$ cat src/rtl/keyrpt_pkg.sv
package keyrpt_pkg;
  localparam int            BYTE_W      = 8;
  localparam int            WORD_W      = 16;
  localparam int            FRAME_BYTES = 5;
  localparam logic [7:0]    REPORT_CODE = 8'hF4;
  typedef logic [2:0]       byte_idx_t;
  localparam byte_idx_t     IDX_LAST    = byte_idx_t'(FRAME_BYTES - 1);
  localparam byte_idx_t     IDX_DONE    = byte_idx_t'(FRAME_BYTES);
endpackage

$ cat src/rtl/keyrpt_byte_seq.sv
module keyrpt_byte_seq
  import keyrpt_pkg::*;
(
  input  logic              clk,
  input  logic              rst_n,
  input  logic              sel_active,
  input  logic              byte_valid,
  input  logic [BYTE_W-1:0] byte_data,
  output byte_idx_t         byte_idx,
  output logic              take,
  output logic              commit
);
  byte_idx_t idx_q, idx_d;
  logic      code_ok_q, code_ok_d;

  assign take   = sel_active && byte_valid && (idx_q < IDX_DONE);
  assign commit = take && (idx_q == IDX_LAST) && code_ok_q;
  assign byte_idx = idx_q;

  always_comb begin
    idx_d     = idx_q;
    code_ok_d = code_ok_q;
    if (!sel_active) begin
      idx_d     = '0;
      code_ok_d = 1'b0;
    end else if (take) begin
      idx_d = idx_q + byte_idx_t'(1);
      if (idx_q == '0) code_ok_d = (byte_data == REPORT_CODE);
    end
  end

  always_ff @(posedge clk or negedge rst_n) begin
    if (!rst_n) begin
      idx_q     <= '0;
      code_ok_q <= 1'b0;
    end else begin
      idx_q     <= idx_d;
      code_ok_q <= code_ok_d;
    end
  end

  // Deselect restarts the frame at the command byte
  assert_restart_on_deselect_R6: assert property (@(posedge clk) disable iff (!rst_n)
    !sel_active |=> (idx_q == '0));
  // Count saturates after the last frame byte
  assert_count_bounded_R7: assert property (@(posedge clk) disable iff (!rst_n)
    idx_q <= IDX_DONE);
  // Idle cycles leave the count alone
  assert_idle_holds_count_R10: assert property (@(posedge clk) disable iff (!rst_n)
    (sel_active && !byte_valid) |=> $stable(idx_q));
endmodule

$ cat src/rtl/keyrpt_assemble.sv
module keyrpt_assemble
  import keyrpt_pkg::*;
(
  input  logic              clk,
  input  logic              rst_n,
  input  logic              take,
  input  byte_idx_t         byte_idx,
  input  logic [BYTE_W-1:0] byte_data,
  output logic [WORD_W-1:0] state_word,
  output logic [WORD_W-1:0] mask_word
);
  localparam int HELD = FRAME_BYTES - 2;
  logic [HELD*BYTE_W-1:0] held_w;

  for (genvar g = 1; g <= HELD; g++) begin : g_field
    logic [BYTE_W-1:0] fq, fd;
    logic              en;
    assign en = take && (byte_idx == byte_idx_t'(g));
    always_comb begin
      fd = fq;
      if (en) fd = byte_data;
    end
    always_ff @(posedge clk or negedge rst_n) begin
      if (!rst_n) fq <= '0;
      else        fq <= fd;
    end
    assign held_w[(g-1)*BYTE_W +: BYTE_W] = fq;
  end

  // High byte travels first on the wire
  assign state_word = {held_w[0 +: BYTE_W], held_w[BYTE_W +: BYTE_W]};
  assign mask_word  = {held_w[2*BYTE_W +: BYTE_W], byte_data};
endmodule

$ cat src/rtl/keyrpt_event_gen.sv
module keyrpt_event_gen
  import keyrpt_pkg::*;
#(
  parameter int NUM_KEYS = 11
) (
  input  logic              clk,
  input  logic              rst_n,
  input  logic              commit,
  input  logic [WORD_W-1:0] new_state,
  input  logic [WORD_W-1:0] new_mask,
  output logic [WORD_W-1:0] key_state,
  output logic [WORD_W-1:0] key_press,
  output logic [WORD_W-1:0] key_release
);
  localparam logic [WORD_W-1:0] USED =
    (NUM_KEYS >= WORD_W) ? {WORD_W{1'b1}} : WORD_W'((32'd1 << NUM_KEYS) - 32'd1);

  logic [WORD_W-1:0] st_q, st_d, pr_q, pr_d, rl_q, rl_d;
  logic [WORD_W-1:0] st_in, mk_in;

  assign st_in = new_state & USED;
  assign mk_in = new_mask & USED;

  always_comb begin
    st_d = st_q;
    pr_d = '0;
    rl_d = '0;
    if (commit) begin
      st_d = st_in;
      pr_d = mk_in & st_in;
      rl_d = mk_in & ~st_in;
    end
  end

  always_ff @(posedge clk or negedge rst_n) begin
    if (!rst_n) begin
      st_q <= '0;
      pr_q <= '0;
      rl_q <= '0;
    end else begin
      st_q <= st_d;
      pr_q <= pr_d;
      rl_q <= rl_d;
    end
  end

  assign key_state   = st_q;
  assign key_press   = pr_q;
  assign key_release = rl_q;

  assert_state_holds_R2: assert property (@(posedge clk) disable iff (!rst_n)
    !commit |=> $stable(key_state));
  assert_press_single_cycle_R3: assert property (@(posedge clk) disable iff (!rst_n)
    !commit |=> (key_press == '0));
  assert_press_is_held_R3: assert property (@(posedge clk) disable iff (!rst_n)
    (key_press & ~key_state) == '0);
  assert_release_single_cycle_R4: assert property (@(posedge clk) disable iff (!rst_n)
    !commit |=> (key_release == '0));
  assert_release_not_held_R4: assert property (@(posedge clk) disable iff (!rst_n)
    (key_release & key_state) == '0);
  assert_unused_clear_R8: assert property (@(posedge clk) disable iff (!rst_n)
    ((key_state | key_press | key_release) & ~USED) == '0);
endmodule

$ cat src/rtl/keyrpt_decoder.sv
module keyrpt_decoder
  import keyrpt_pkg::*;
#(
  parameter int NUM_KEYS = 11
) (
  input  logic        clk,
  input  logic        rst_n,
  input  logic        sel_active,
  input  logic        byte_valid,
  input  logic [7:0]  byte_data,
  output logic [15:0] key_state,
  output logic [15:0] key_press,
  output logic [15:0] key_release
);
  logic      rst_meta, rst_sync;
  byte_idx_t byte_idx;
  logic      take, commit;
  logic [WORD_W-1:0] state_word, mask_word;

  // Asynchronous assert, two-flop synchronous release
  always_ff @(posedge clk or negedge rst_n) begin
    if (!rst_n) begin
      rst_meta <= 1'b0;
      rst_sync <= 1'b0;
    end else begin
      rst_meta <= 1'b1;
      rst_sync <= rst_meta;
    end
  end

  keyrpt_byte_seq u_seq (
    .clk        (clk),
    .rst_n      (rst_sync),
    .sel_active (sel_active),
    .byte_valid (byte_valid),
    .byte_data  (byte_data),
    .byte_idx   (byte_idx),
    .take       (take),
    .commit     (commit)
  );

  keyrpt_assemble u_asm (
    .clk        (clk),
    .rst_n      (rst_sync),
    .take       (take),
    .byte_idx   (byte_idx),
    .byte_data  (byte_data),
    .state_word (state_word),
    .mask_word  (mask_word)
  );

  keyrpt_event_gen #(.NUM_KEYS(NUM_KEYS)) u_evt (
    .clk         (clk),
    .rst_n       (rst_sync),
    .commit      (commit),
    .new_state   (state_word),
    .new_mask    (mask_word),
    .key_state   (key_state),
    .key_press   (key_press),
    .key_release (key_release)
  );

  assert_no_commit_without_select_R6: assert property (@(posedge clk) disable iff (!rst_sync)
    !sel_active |=> (key_press == '0 && key_release == '0));
endmodule

$ cat config.mk
export PLATFORM = sky130hd
export DESIGN_NAME = keyrpt_decoder
export DESIGN_NICKNAME = d
export VERILOG_FILES = /design/src/rtl/keyrpt_pkg.sv /design/src/rtl/keyrpt_byte_seq.sv /design/src/rtl/keyrpt_assemble.sv /design/src/rtl/keyrpt_event_gen.sv /design/src/rtl/keyrpt_decoder.sv
export SDC_FILE = /design/constraint.sdc
export NUM_CORES = 1
export LEC_CHECK = 0
export BUFFER_PORTS_ARGS = -buffer_cell sky130_fd_sc_hd__buf_2
export CELL_PAD_IN_SITES_DETAIL_PLACEMENT = 1
export CELL_PAD_IN_SITES_GLOBAL_PLACEMENT = 2
export CORE_ASPECT_RATIO = 2
export CORE_MARGIN = 2
export CORE_UTILIZATION = 34
export DETAILED_ROUTE_END_ITERATION = 8
export HOLD_SLACK_MARGIN = 0.03
export PLACE_DENSITY_LB_ADDON = 0.1
export SYNTH_ARGS = -nofsm -noshare
export SYNTH_HDL_FRONTEND = slang
export SYNTH_SLANG_ARGS = --single-unit
$ cat constraint.sdc
create_clock -name clk -period 2.1 [get_ports clk]
set_clock_uncertainty 0.05 [all_clocks]
set_input_delay 0.21 -clock clk [delete_from_list [all_inputs] [get_ports clk]]
set_output_delay 0.21 -clock clk [all_outputs]
set_load 0.03 [all_outputs]
# ---- Word level (Yosys, flattened, before mapping)
# Index checks and enable logic that the tools add are counted.
dict set report classes {
  bitwise_logic 3
  n_eq_ne 7
  addsub 1
  order_cmp 1
  reduce_logical 9
  n_mux 7
}
# cell n
set ops {}
lappend ops {{$and A11 B16 Y16} 1}
lappend ops {{$mux W16} 1}
lappend ops {{$not A11 Y16} 1}
lappend ops {{$and A11 B11 Y11} 1}
lappend ops {{$mux W11} 1}
lappend ops {{$eq A8 B8 Y1 const B} 1}
lappend ops {{$logic_and A1 B1 Y1} 7}
lappend ops {{$eq A3 B2 Y1 const B} 2}
lappend ops {{$mux W3} 2}
lappend ops {{$ne A2 B1 Y1 const B} 2}
lappend ops {{$add A3 B1 Y3 const B} 1}
lappend ops {{$eq A3 B1 Y1 const B} 1}
lappend ops {{$eq A3 B3 Y1 const B} 1}
lappend ops {{$logic_not A3 Y1} 1}
lappend ops {{$lt A3 B3 Y1 const B} 1}
lappend ops {{$mux W1} 3}
lappend ops {{$reduce_and A2 Y1} 1}
dict set report totals {
  wordCells 38
  reg_bits 63
  out_inout_bits 48
  input_bits 12
}

# ---- Logic depth before layout (Yosys ltp)
dict set report logic_depth {
  depth_word 5
  mapped_depth 7
  depth_no_buf 5
}

# ---- By module
# Synthesis repeated with hierarchy kept, for this count alone.
dict set report hier_totals {
  hier_cells 178
  area_unflattened_um2 2628.8
}
# mod seq_area_each_um2 cells_per_inst instances area_per_inst_um2
set by_module_without_submodules {}
lappend by_module_without_submodules {keyrpt_event_gen 825.8 85 1 1255.0}
lappend by_module_without_submodules {keyrpt_assemble 600.6 61 1 1053.5}
lappend by_module_without_submodules {keyrpt_byte_seq 100.1 29 1 266.5}
lappend by_module_without_submodules {keyrpt_decoder 50.0 3 1 53.8}

# ---- Least setup slack after synthesis
# Ideal clock, no wire load.
dict set report synth_path {
  kind {register to register}
  startpoint {register u_seq.idx_q[0], in the netlist u_seq.byte_idx[0]}
  endpoint {register u_evt.st_q[10], in the netlist u_evt.key_state[10]}
  period_less_slack_ns 1.868
  stages_incl_launch_ff 8
  path_buffers 2
  required_time_ns 1.925
  setup_slack_ns 0.232
  setup_ns 0.125
  t_arrival_ns 1.692
  cell_sequence {dfrtp_1 -> inv_1 -> ha_1 -> nand3_1 -> or4_1 -> buf_2 -> buf_6 -> mux2_4}
}
dict set report synth_via {
  elab_chain_len 4
  elab_cells_between_ends 5
  cone_classes {1 x order compare; 1 x eq/ne; 3 x reduce/logical}
}
# element line
set synth_lines {}
lappend synth_lines {{start: declaration} keyrpt_byte_seq.sv:13} ;# byte_idx_t idx_q, idx_d;
lappend synth_lines {{start signal: assignment} keyrpt_byte_seq.sv:37} ;# idx_q <= idx_d;
lappend synth_lines {{$lt A3 B3 Y1} keyrpt_byte_seq.sv:16} ;# assign take = sel_active && byte_valid && (idx_q < IDX_DONE);
lappend synth_lines {{$logic_and A1 B1 Y1} keyrpt_byte_seq.sv:16}
lappend synth_lines {{$logic_and A1 B1 Y1 (*) (2 in a row)} keyrpt_byte_seq.sv:17} ;# assign commit = take && (idx_q == IDX_LAST) && code_ok_q;
lappend synth_lines {{end signal: assignment} keyrpt_event_gen.sv:41} ;# st_q <= st_d;
lappend synth_lines {{end: declaration} keyrpt_event_gen.sv:18} ;# logic [WORD_W-1:0] st_q, st_d, pr_q, pr_d, rl_q, rl_d;
# Every way passes the cells marked *; elsewhere a longest branch is shown, timed or not.
# A chain may end at the register's enable or synchronous reset.

# ---- Worst setup path after layout
dict set report layout_path {
  startpoint {register u_seq.idx_q[1], in the netlist u_seq.byte_idx[1]}
  endpoint {register u_evt.st_q[6], in the netlist u_evt.key_state[6]}
}
# The elaborated chain is that of the path after synthesis.

==> run summary <==
outcome = complete, no violations
synth-to-layout area growth = 22.89%
Initial DRC Count = 25
CTS H-tree depth = 2
post-synth top area cell = dfrtp_1
RR Startpoint = u_seq.byte_idx[1]
setup TNS = 0 ns
syn avg cell area = 14.21 um^2
antenna violations before repair = 0
peak supply drop = 0.0005256 V
GP Congestion = 0.7393
WL final = 4.071 mm
nets = 222
Diodes inserted = 0
fin crit share = 0.8739
final worst slack = 0.2649 ns
via count = 1297
final design area excluding fillers = 2654 um^2
Final Setup Violations = 0
FF+latch count, synth = 53
CTS max path bufs = 2
vias per inst = 4.442
Inserted Clock Buffers = 5
Static Leak = 1.444 nW
Hold/Removal Path Class = input port to register
max-slew violation count = 0
top-area cell type share of the netlist area = 0.6141
Overflow after GRT = 0
I/O pins = 60
register area share after synthesis = 0.6141
Crit Path Max Fanout = 12
Hold Startpoint = byte_data[7]
remaining antenna violation count = 0
hold_ws = 0.1561 ns
Die W = 60.36 um
Cell variety after synth = 25
DRC viols = 0
yosys warns = 0
actual slew at the worst max-slew pin = 0.5435 ns
dominant cells by area after synthesis = dfrtp_1, mux2_2, mux2_4, buf_4, nor3b_1
Rel. slew slack = 0.6377
1st-pass router iterations = 4
# port buffers = 44
clock latency at the later pin of the worst-skew pair = 0.29 ns
reg2reg setup slack = 0.26 ns
post_cts resized = 0
vias in the first global route = 1300
Worst Hold End = u_asm.g_field[2].fq[7]
worst r2r dst = u_evt.key_state[6]
Root Buffer Master = clkbuf_16
Max Cap Viol = 0
Post-Syn Instances = 152
Power, Total = 2.412 mW
Setup CP Type = register to register
first-pass GRT wire length = 6.748 mm
Synth Cell Area = 2160 um^2
Area after DPL = 2467 um^2
Initial Util = 0.3479
DR WL/cell = 13.94 um
Final Hold Fails = 0
Die Height = 116.7 um
Fmax achieved = 0.5449 GHz
post-CTS setup repair buffer count = 0
Clock Sink Count = 53
HPWL Detailed = 3.079 mm
Overall Global Routing Usage = 0.1299
P per Cell Area = 909.0 nW/um^2
min cycle time layout = 1.835 ns
pre-CTS setup slack = 0.2548 ns
CP required = 2.22 ns
CP endpoint kind = register
total die area = 7044 um^2
largest net degree at the start of global routing = 28
cell depth of the worst hold path = 2
Layout fillers = 658
reg2reg path depth = 6
Core Footprint = 6207 um^2
crit path launch type = register
RSZ-0062 raised after global routing = no
Cell Rows = 41
clock tree from TritonCTS = built
CP arrival = 1.96 ns
clock slew at reported path FFs = 0.06 ns
layout cells sized above 1 = 0.4272
## critical path, cell delays in order, from the launching register on
cell and delay (ns):
dfrtp_1 0.37, inv_1 0.08, ha_1 0.16, nand3_1 0.09, or4_1 0.44, buf_4 0.22, mux2_4 0.30
## synth_stat cells, drive strengths merged
master,number
o211ai,2
nor3b,11
and3,11
nand3b,1
clkbuf,1
o21ai,3
or4,1
and4,1
ha,5
nand2,2
buf,19
inv,5
conb,2
mux2,25
o41ai,1
or4b,1
nand4,3
mux2i,1
nor4,1
dfrtp,53
nand3,3
## registers in the layout, indices dropped and copies added (netlist names)
register / count
u_evt.key_release: 11
rst_sync: 1
u_seq.byte_idx: 3
u_seq.code_ok_q: 1
rst_meta: 1
u_evt.key_press: 11
u_asm.g_field.fq: 14
u_evt.key_state: 11
## metrics by stage
step                      std cells  utilization
final                           292       0.4275
after global routing            292       0.4275
after CTS                       292       0.4275
after detailed placement        283       0.3975
after global placement          283       0.3975
after floorplan                 166            -
## cells in the final DEF (no fill, tap or decap), types with 3 or more instances in the layout
master / netlist / routed
and3_1: 11 / 11
buf_2: 2 / 44
buf_4: 16 / 6
clkbuf_16: 0 / 5
conb_1: 2 / 16
dfrtp_1: 53 / 52
ha_1: 5 / 5
inv_1: 5 / 5
mux2_2: 16 / 16
mux2_4: 9 / 9
nand3_1: 3 / 3
nand4_1: 3 / 3
nor3b_1: 11 / 11
o21ai_0: 3 / 3
## per-layer routing
metal  share of wire  vias to the layer above  track usage
li1                -                      602            -
met3           0.047                        6      0.02547
met2            0.50                       37       0.2051
met5               0                        -            0
met4           0.020                        0      0.05778
met1            0.43                      652       0.1695
## worst max-delay path by stage
stage / startpoint / end / slack, ns / cells past startpoint
CTS: u_seq.byte_idx[1] / u_evt.key_state[6] / 0.24 / 6
floorplan: u_seq.byte_idx[0] / u_evt.key_state[10] / 0.23 / 7
detailed placement: u_seq.byte_idx[1] / u_evt.key_state[9] / 0.25 / 6
global placement: u_seq.byte_idx[0] / u_evt.key_state[7] / 0.29 / 6
finish: u_seq.byte_idx[1] / u_evt.key_state[6] / 0.26 / 6
global route: u_seq.byte_idx[1] / u_evt.key_state[6] / 0.13 / 6
## final cells by class
| class | instances | area [um^2] | share of cell area |
|---|---|---|---|
| inverters | 5 | 18.77 | 0.007072 |
| clock inverters | 2 | 37.54 | 0.01414 |
| repair buffers | 52 | 295.3 | 0.1113 |
| clock buffers | 6 | 138.9 | 0.05233 |
| multi-input cells | 88 | 728.2 | 0.2744 |
| flip-flops and latches | 53 | 1328 | 0.5002 |
| well taps | 86 | 107.6 | 0.04055 |
## kinds of logic (layout without fill, tap and decap cells)
group	Yosys count	count (layout)	synth area share
and+or+nand+nor	35	35	0.1089
DFF	53	53	0.6141
AOI/OAI and AO/OA	6	6	0.01796
buffers and inverters	25	65	0.07590
adders and majority gates	5	5	0.02897
other	2	16	0.003478
muxes	26	26	0.1506
## what timing repair did
item / in CTS / in global routing
endpoints found under the setup margin: 0 / 0
endpoints found under the hold margin: 2 / 0
hold buffers: 1 / 0
## power by group
group / internal, mW / switching [mW] / total, mW / leakage, nW
Combinational: 0.117 / 0.112 / 0.229 / 0.647
Sequential: 1.13 / 0.104 / 1.24 / 0.714
Clock: 0.595 / 0.351 / 0.945 / 0.0831
Total: 1.85 / 0.567 / 2.41 / 1.44
No activity file was read; power rests on OpenSTA's default activity.
